==> src/rtl/bank_trk_pkg.sv <==
package bank_trk_pkg;

    typedef enum logic [3:0] {
        CMD_DESEL = 4'd0,
        CMD_NOP   = 4'd1,
        CMD_ACT   = 4'd2,
        CMD_REF   = 4'd3,
        CMD_MODE  = 4'd4,
        CMD_RD    = 4'd5,
        CMD_WR    = 4'd6,
        CMD_PRE   = 4'd7,
        CMD_BST   = 4'd8
    } bank_cmd_e;

    typedef enum logic [2:0] {
        BS_IDLE     = 3'd0,
        BS_OPENING  = 3'd1,
        BS_OPEN     = 3'd2,
        BS_READ     = 3'd3,
        BS_WRITE    = 3'd4,
        BS_CLOSING  = 3'd5,
        BS_READ_AP  = 3'd6,
        BS_WRITE_AP = 3'd7
    } bank_state_e;

endpackage

==> src/rtl/bank_cmd_decode.sv <==
module bank_cmd_decode
    import bank_trk_pkg::*;
(
    input  logic      cs_ni,
    input  logic      ras_ni,
    input  logic      cas_ni,
    input  logic      we_ni,
    output bank_cmd_e cmd_o
);

    always_comb begin
        if (cs_ni) begin
            cmd_o = CMD_DESEL;
        end else begin
            unique case ({ras_ni, cas_ni, we_ni})
                3'b111:  cmd_o = CMD_NOP;
                3'b011:  cmd_o = CMD_ACT;
                3'b001:  cmd_o = CMD_REF;
                3'b000:  cmd_o = CMD_MODE;
                3'b101:  cmd_o = CMD_RD;
                3'b100:  cmd_o = CMD_WR;
                3'b010:  cmd_o = CMD_PRE;
                default: cmd_o = CMD_BST;
            endcase
        end
    end

endmodule

==> src/rtl/bank_cmd_rules.sv <==
module bank_cmd_rules
    import bank_trk_pkg::*;
(
    input  bank_state_e state_i,
    input  bank_cmd_e   cmd_i,
    output logic        legal_o
);

    logic idle_cmd;
    logic by_state;

    assign idle_cmd = (cmd_i == CMD_DESEL) || (cmd_i == CMD_NOP);

    always_comb begin
        unique case (state_i)
            BS_IDLE:  by_state = (cmd_i == CMD_ACT) || (cmd_i == CMD_REF) || (cmd_i == CMD_MODE);
            BS_OPEN:  by_state = (cmd_i == CMD_RD) || (cmd_i == CMD_WR) || (cmd_i == CMD_PRE);
            BS_READ:  by_state = (cmd_i == CMD_RD) || (cmd_i == CMD_WR) || (cmd_i == CMD_PRE)
                                 || (cmd_i == CMD_BST);
            BS_WRITE: by_state = (cmd_i == CMD_RD) || (cmd_i == CMD_WR) || (cmd_i == CMD_PRE);
            default:  by_state = 1'b0;
        endcase
    end

    assign legal_o = idle_cmd || by_state;

endmodule

==> src/rtl/bank_cycle_timer.sv <==
module bank_cycle_timer #(
    parameter int CW = 5
) (
    input  logic          clk_i,
    input  logic          rst_ni,
    input  logic          load_i,
    input  logic [CW-1:0] load_val_i,
    output logic          expired_o
);

    logic [CW-1:0] cnt_q;

    always_ff @(posedge clk_i or negedge rst_ni) begin
        if (!rst_ni) begin
            cnt_q <= '0;
        end else if (load_i) begin
            cnt_q <= load_val_i - 1'b1;
        end else if (cnt_q != '0) begin
            cnt_q <= cnt_q - 1'b1;
        end
    end

    assign expired_o = (cnt_q == '0);

    // without a reload the count only steps down by one
    a_r10_count_down: assert property (@(posedge clk_i) disable iff (!rst_ni)
        (!load_i && cnt_q != '0) |=> (cnt_q == $past(cnt_q) - 1'b1));

    // a load never leaves a value above the loaded one
    a_r14_load_bound: assert property (@(posedge clk_i) disable iff (!rst_ni)
        (load_i && load_val_i != '0) |=> (cnt_q < $past(load_val_i)));

endmodule

==> src/rtl/bank_cmd_tracker.sv <==
module bank_cmd_tracker
    import bank_trk_pkg::*;
#(
    parameter int TW = 4
) (
    input  logic          clk_i,
    input  logic          rst_ni,
    input  logic          cke_prev_i,
    input  logic          cke_i,
    input  logic          cs_ni,
    input  logic          ras_ni,
    input  logic          cas_ni,
    input  logic          we_ni,
    input  logic          auto_close_i,
    input  logic [TW-1:0] t_rcd_i,
    input  logic [TW-1:0] t_rp_i,
    input  logic [TW-1:0] burst_len_i,
    output logic [3:0]    cmd_o,
    output logic [2:0]    state_o,
    output logic          illegal_o
);

    localparam int CW = TW + 1;

    bank_cmd_e     cmd;
    bank_state_e   state_q, state_n;
    logic          legal, gate, take, exec, bad;
    logic          tload, expired, timed;
    logic [CW-1:0] tval, rcd_eff, rp_eff, bl_eff, ap_len;
    logic          illegal_q;

    bank_cmd_decode u_decode (
        .cs_ni  (cs_ni),
        .ras_ni (ras_ni),
        .cas_ni (cas_ni),
        .we_ni  (we_ni),
        .cmd_o  (cmd)
    );

    bank_cmd_rules u_rules (
        .state_i (state_q),
        .cmd_i   (cmd),
        .legal_o (legal)
    );

    bank_cycle_timer #(.CW(CW)) u_timer (
        .clk_i      (clk_i),
        .rst_ni     (rst_ni),
        .load_i     (tload),
        .load_val_i (tval),
        .expired_o  (expired)
    );

    assign rcd_eff = (t_rcd_i == '0)     ? CW'(1) : CW'(t_rcd_i);
    assign rp_eff  = (t_rp_i == '0)      ? CW'(1) : CW'(t_rp_i);
    assign bl_eff  = (burst_len_i == '0) ? CW'(1) : CW'(burst_len_i);
    assign ap_len  = bl_eff + rp_eff;

    assign gate  = cke_prev_i && cke_i;
    assign take  = gate && (cmd != CMD_DESEL) && (cmd != CMD_NOP);
    assign exec  = take && legal;
    assign bad   = take && !legal;
    assign timed = (state_q != BS_IDLE) && (state_q != BS_OPEN);

    // next-state and timer load
    always_comb begin
        state_n = state_q;
        tload   = 1'b0;
        tval    = '0;
        if (exec) begin
            unique case (cmd)
                CMD_ACT: begin
                    state_n = BS_OPENING;
                    tload   = 1'b1;
                    tval    = rcd_eff;
                end
                CMD_RD, CMD_WR: begin
                    tload = 1'b1;
                    if (auto_close_i) begin
                        state_n = (cmd == CMD_RD) ? BS_READ_AP : BS_WRITE_AP;
                        tval    = ap_len;
                    end else begin
                        state_n = (cmd == CMD_RD) ? BS_READ : BS_WRITE;
                        tval    = bl_eff;
                    end
                end
                CMD_PRE: begin
                    state_n = BS_CLOSING;
                    tload   = 1'b1;
                    tval    = rp_eff;
                end
                CMD_BST: state_n = BS_OPEN;
                default: state_n = state_q;
            endcase
        end else if (timed && expired) begin
            unique case (state_q)
                BS_OPENING, BS_READ, BS_WRITE: state_n = BS_OPEN;
                default:                       state_n = BS_IDLE;
            endcase
        end
    end

    // state register
    always_ff @(posedge clk_i or negedge rst_ni) begin
        if (!rst_ni) begin
            state_q <= BS_IDLE;
        end else begin
            state_q <= state_n;
        end
    end

    // outputs
    always_ff @(posedge clk_i or negedge rst_ni) begin
        if (!rst_ni) begin
            illegal_q <= 1'b0;
        end else begin
            illegal_q <= bad;
        end
    end

    assign cmd_o     = cmd;
    assign state_o   = state_q;
    assign illegal_o = illegal_q;

    // IDLE can only stay or start opening
    a_r3_idle_exit: assert property (@(posedge clk_i) disable iff (!rst_ni)
        (state_q == BS_IDLE) |=> (state_q == BS_IDLE || state_q == BS_OPENING));

    // OPENING can only stay or reach OPEN
    a_r4_opening_exit: assert property (@(posedge clk_i) disable iff (!rst_ni)
        (state_q == BS_OPENING) |=> (state_q == BS_OPENING || state_q == BS_OPEN));

    // CLOSING can only stay or reach IDLE
    a_r8_closing_exit: assert property (@(posedge clk_i) disable iff (!rst_ni)
        (state_q == BS_CLOSING) |=> (state_q == BS_CLOSING || state_q == BS_IDLE));

    // auto-close states end in IDLE
    a_r9_ap_exit: assert property (@(posedge clk_i) disable iff (!rst_ni)
        (state_q == BS_READ_AP || state_q == BS_WRITE_AP) |=>
        (state_q == $past(state_q) || state_q == BS_IDLE));

    // a flagged command in an untimed state leaves the state alone
    a_r11_illegal_keeps_state: assert property (@(posedge clk_i) disable iff (!rst_ni)
        (illegal_o && ($past(state_q) == BS_IDLE || $past(state_q) == BS_OPEN)) |->
        $stable(state_q));

    // gated clock enable never produces a flag
    a_r12_cke_gate: assert property (@(posedge clk_i) disable iff (!rst_ni)
        !(cke_prev_i && cke_i) |=> !illegal_o);

endmodule

==> config.mk <==
export PLATFORM = sky130hd
export DESIGN_NAME = bank_cmd_tracker
export DESIGN_NICKNAME = d
export VERILOG_FILES = /design/src/rtl/bank_trk_pkg.sv /design/src/rtl/bank_cmd_decode.sv /design/src/rtl/bank_cmd_rules.sv /design/src/rtl/bank_cycle_timer.sv /design/src/rtl/bank_cmd_tracker.sv
export SDC_FILE = /design/constraint.sdc
export NUM_CORES = 1
export LEC_CHECK = 0
export ABC_AREA = 1
export BUFFER_PORTS_ARGS = -buffer_cell sky130_fd_sc_hd__buf_4
export CORE_MARGIN = 10
export CORE_UTILIZATION = 54
export CTS_BUF_LIST = sky130_fd_sc_hd__clkbuf_8
export DETAILED_ROUTE_END_ITERATION = 10
export PLACE_DENSITY = 0.88
export SLEW_MARGIN = 20
export SYNTH_ARGS = -nofsm -noshare
export SYNTH_HDL_FRONTEND = slang
export SYNTH_SLANG_ARGS = --single-unit
==> constraint.sdc <==
create_clock -name clk_i -period 2.4 [get_ports clk_i]
set_input_delay 0.48 -clock clk_i [delete_from_list [all_inputs] [get_ports clk_i]]
set_output_delay 0.48 -clock clk_i [all_outputs]
set_load 0.02 [all_outputs]
==> impl_metrics.ini <==
[power]
switching_share = 0.427
internal_power_uw = 587
p_comb_frac = 0.575
p_per_area_mw_per_mm2 = 690
p_leak_uw = 0.000801
clock_power_share = 0.165
irDropWorstVdd_mv = 0.411
power_switching_uw = 437
seq_power_share = 0.259

[critical_path]
setup.worst_path.start = burst_len_i[3]
cp.arrival_ns = 2.53
cp.required_ns = 2.56
r2r-start = state_o[1]
critPathKind = in -> reg
crit_slowest_cell = fa_2
cp_cell_sequence = buf_6, nor3_2, or2_4, ha_4, fa_2, nand2_1, nand2_1, nand2_1, and3_1, nand4_1, nand2_1, ha_2, or2_1, a21oi_2
cp-start-kind = input port
critical-path-top-delay-family = simple AND/OR/NAND/NOR gates
crit_path_end_kind = flop
cp_max_fo = 2
slowest_delay_ns = 0.52
cpMostUsedCell = nand2_1
ff2ff_setup_slack_ns = 0.49
cp_num_buf_inv = 1

[global_routing]
grt_busiest_layer = met2
grt_pass1_wl_mm = 5.03
grt.met2_usage = 0.244
grt_usage = 0.142
grt_max_degree = 10
use_met1 = 0.166
grt_util_met3 = 0.0326
overflow = 0
antenna_found_initial = 0
grt_pass1_vias = 1205

[logic_synthesis]
synth_edf_count = 0
synth_cells = 170
ys_seq_elements = 9
syn_area_per_cell_um2 = 6.45
synthMuxAreaShare = 0
synth_fa_ha_area_frac = 0.0867
syn-cell-area_mm2 = 0.00110
yosys_most_used_dff = dfrtp_1
synth_compound_area_frac = 0.144
syn-num-nets = 198
synthArstFlopShare = 1.00
yosys_warnings = 0
synth-simple-area-share = 0.439
synth.distinct_cells = 36
synthXorXnorAreaFrac = 0.00798
yosysSeqAreaShare = 0.205
synth_top_family_by_area = simple AND/OR/NAND/NOR gates

[placement]
gp_congestion = 0.899
placedCellCount = 225
io_buffers = 28
hpwl_mm = 2.42
post-place-ws_ns = -0.211

[clocking]
cts_tree = yes
clk_path_buf_depth = 2
root_buffer = clkbuf_8
path_clk_slew_ns = 0.04
clock_latency_ns = 0.23
clock-sinks = 9
cts_inserted_buffers = 3
cts_htree_levels = 1

[route]
routed_wl_mm = 3.00
drt_iter0_markers = 66
ant_nets = 0
drc_errors = 0
dr_total_vias = 1216
routed_via_density = 5.31
dr.pass1.iters = 4
wl_per_cell_um = 13.1

[timing]
period_share = 0.988
drv_slew = 0
setup_tns_ns = 0
setup_viol = 0
finClkSkew_ns = 0.00188
hold_viol_final = 0
slew_headroom = 0.659
finalWorstSetupSlack_ns = 0.0295
min_period_ns = 2.37
holdWs_ns = 0.0605
tightest_slew_ns = 0.507
max_freq_mhz = 422
rsz0062_at_grt = true

[floorplan]
die_w_um = 65.1
rows = 16
io_pins = 29
core-area_mm2 = 0.00194
chipHeight_um = 65.1
start_util = 0.565
dieArea_mm2 = 0.00424

[final_layout]
final_cell_mix = nand2_1, buf_4, inv_1, nor2_1, nand3_1
area_growth_syn_to_layout_pct = 35.2
finalNonFillerCells = 229
drive_gt1_frac = 0.322
antennaDiodeCount = 0
finalNetCount = 231
final_common_cell = nand2_1
fin_util = 0.764

[worst_hold_path]
hold_class = in -> async

[job]
maxCapViolCount = 0

[status]
outcome = completed
[logic make-up (layout without fill, tap and decap cells)]
group / count (synthesis) / in the layout
flops: 9 / 9
xor+xnor: 1 / 1
simple gates: 94 / 94
compound gates: 25 / 25
fa+ha+maj: 7 / 7
buf+inv: 34 / 66
[routing by layer]
| layer | vias to the layer above | part of all wire |
|---|---|---|
| li1 | 625 | - |
| met1 | 541 | 0.42 |
| met2 | 43 | 0.50 |
| met3 | 7 | 0.067 |
| met4 | 0 | 0.015 |
| met5 | - | 0 |
[repair_timing]
action / in CTS / in global routing
resized for setup: 0 / 14
setup buffers: 0 / 0
hold buffers: 0 / 0
setup endpoints to repair: 0 / 3
[area by class of cell]
type                       instances  area (um^2)
clock buffer                       3         41.3
clock inverter                     1         3.75
fill                             163          458
inverter                          27          101
multi-input combinational        127          790
sequential                         9          225
tap                               27         33.8
timing repair buffer              35          289
[synth_stat cells, drive strengths merged, types with 3 or more instances]
library cell	number	share of area
a21oi	5	0.026
clkbuf	7	0.025
dfrtp	9	0.21
ha	6	0.068
inv	26	0.089
nand2	42	0.15
nand3	15	0.10
nand4	5	0.034
nor2	19	0.072
nor3	7	0.042
o211ai	3	0.021
o21ai	11	0.057
or2	4	0.025
[state kept, by name (all words and copies together), names as in the netlist]
signal / flops
illegal_o: 1
u_timer.cnt_q: 5
state_o: 3
[worst register-to-register path: stages (launching register included)]
cell,delay (ns)
dfrtp_1,0.41
nor2_1,0.16
nand2_1,0.09
nand2_1,0.07
nand2_1,0.08
nand3_4,0.14
nand3_4,0.13
o21ai_2,0.17
ha_2,0.23
nand3_4,0.09
o21bai_1,0.17
a21oi_2,0.07
[final timing paths]
check / end / cells after the start
max in group asynchronous: u_timer.cnt_q[0] / 1
worst min-delay path: u_timer.cnt_q[1] / 1
worst min register to register: state_o[1] / 2
worst max-delay path: u_timer.cnt_q[2] / 14
min in group clk_i: illegal_o / 3
worst max register to register: u_timer.cnt_q[4] / 11
[per-stage QoR]
stage	power, uW	cell area, um^2
finish	1020	1480
global route	1130	1480
CTS	995	1430
detailed placement	816	1390
global placement	800	1390
floorplan	637	1120
[power by group through the flow]
stage               clock, uW  combinational (uW)  sequential [uW]
floorplan                   0                 356              282
global placement            0                 535              264
detailed placement          0                 550              266
CTS                       170                 559              266
global route              183                 666              276
finish                    169                 589              265
No activity file was read; power rests on OpenSTA's default activity.
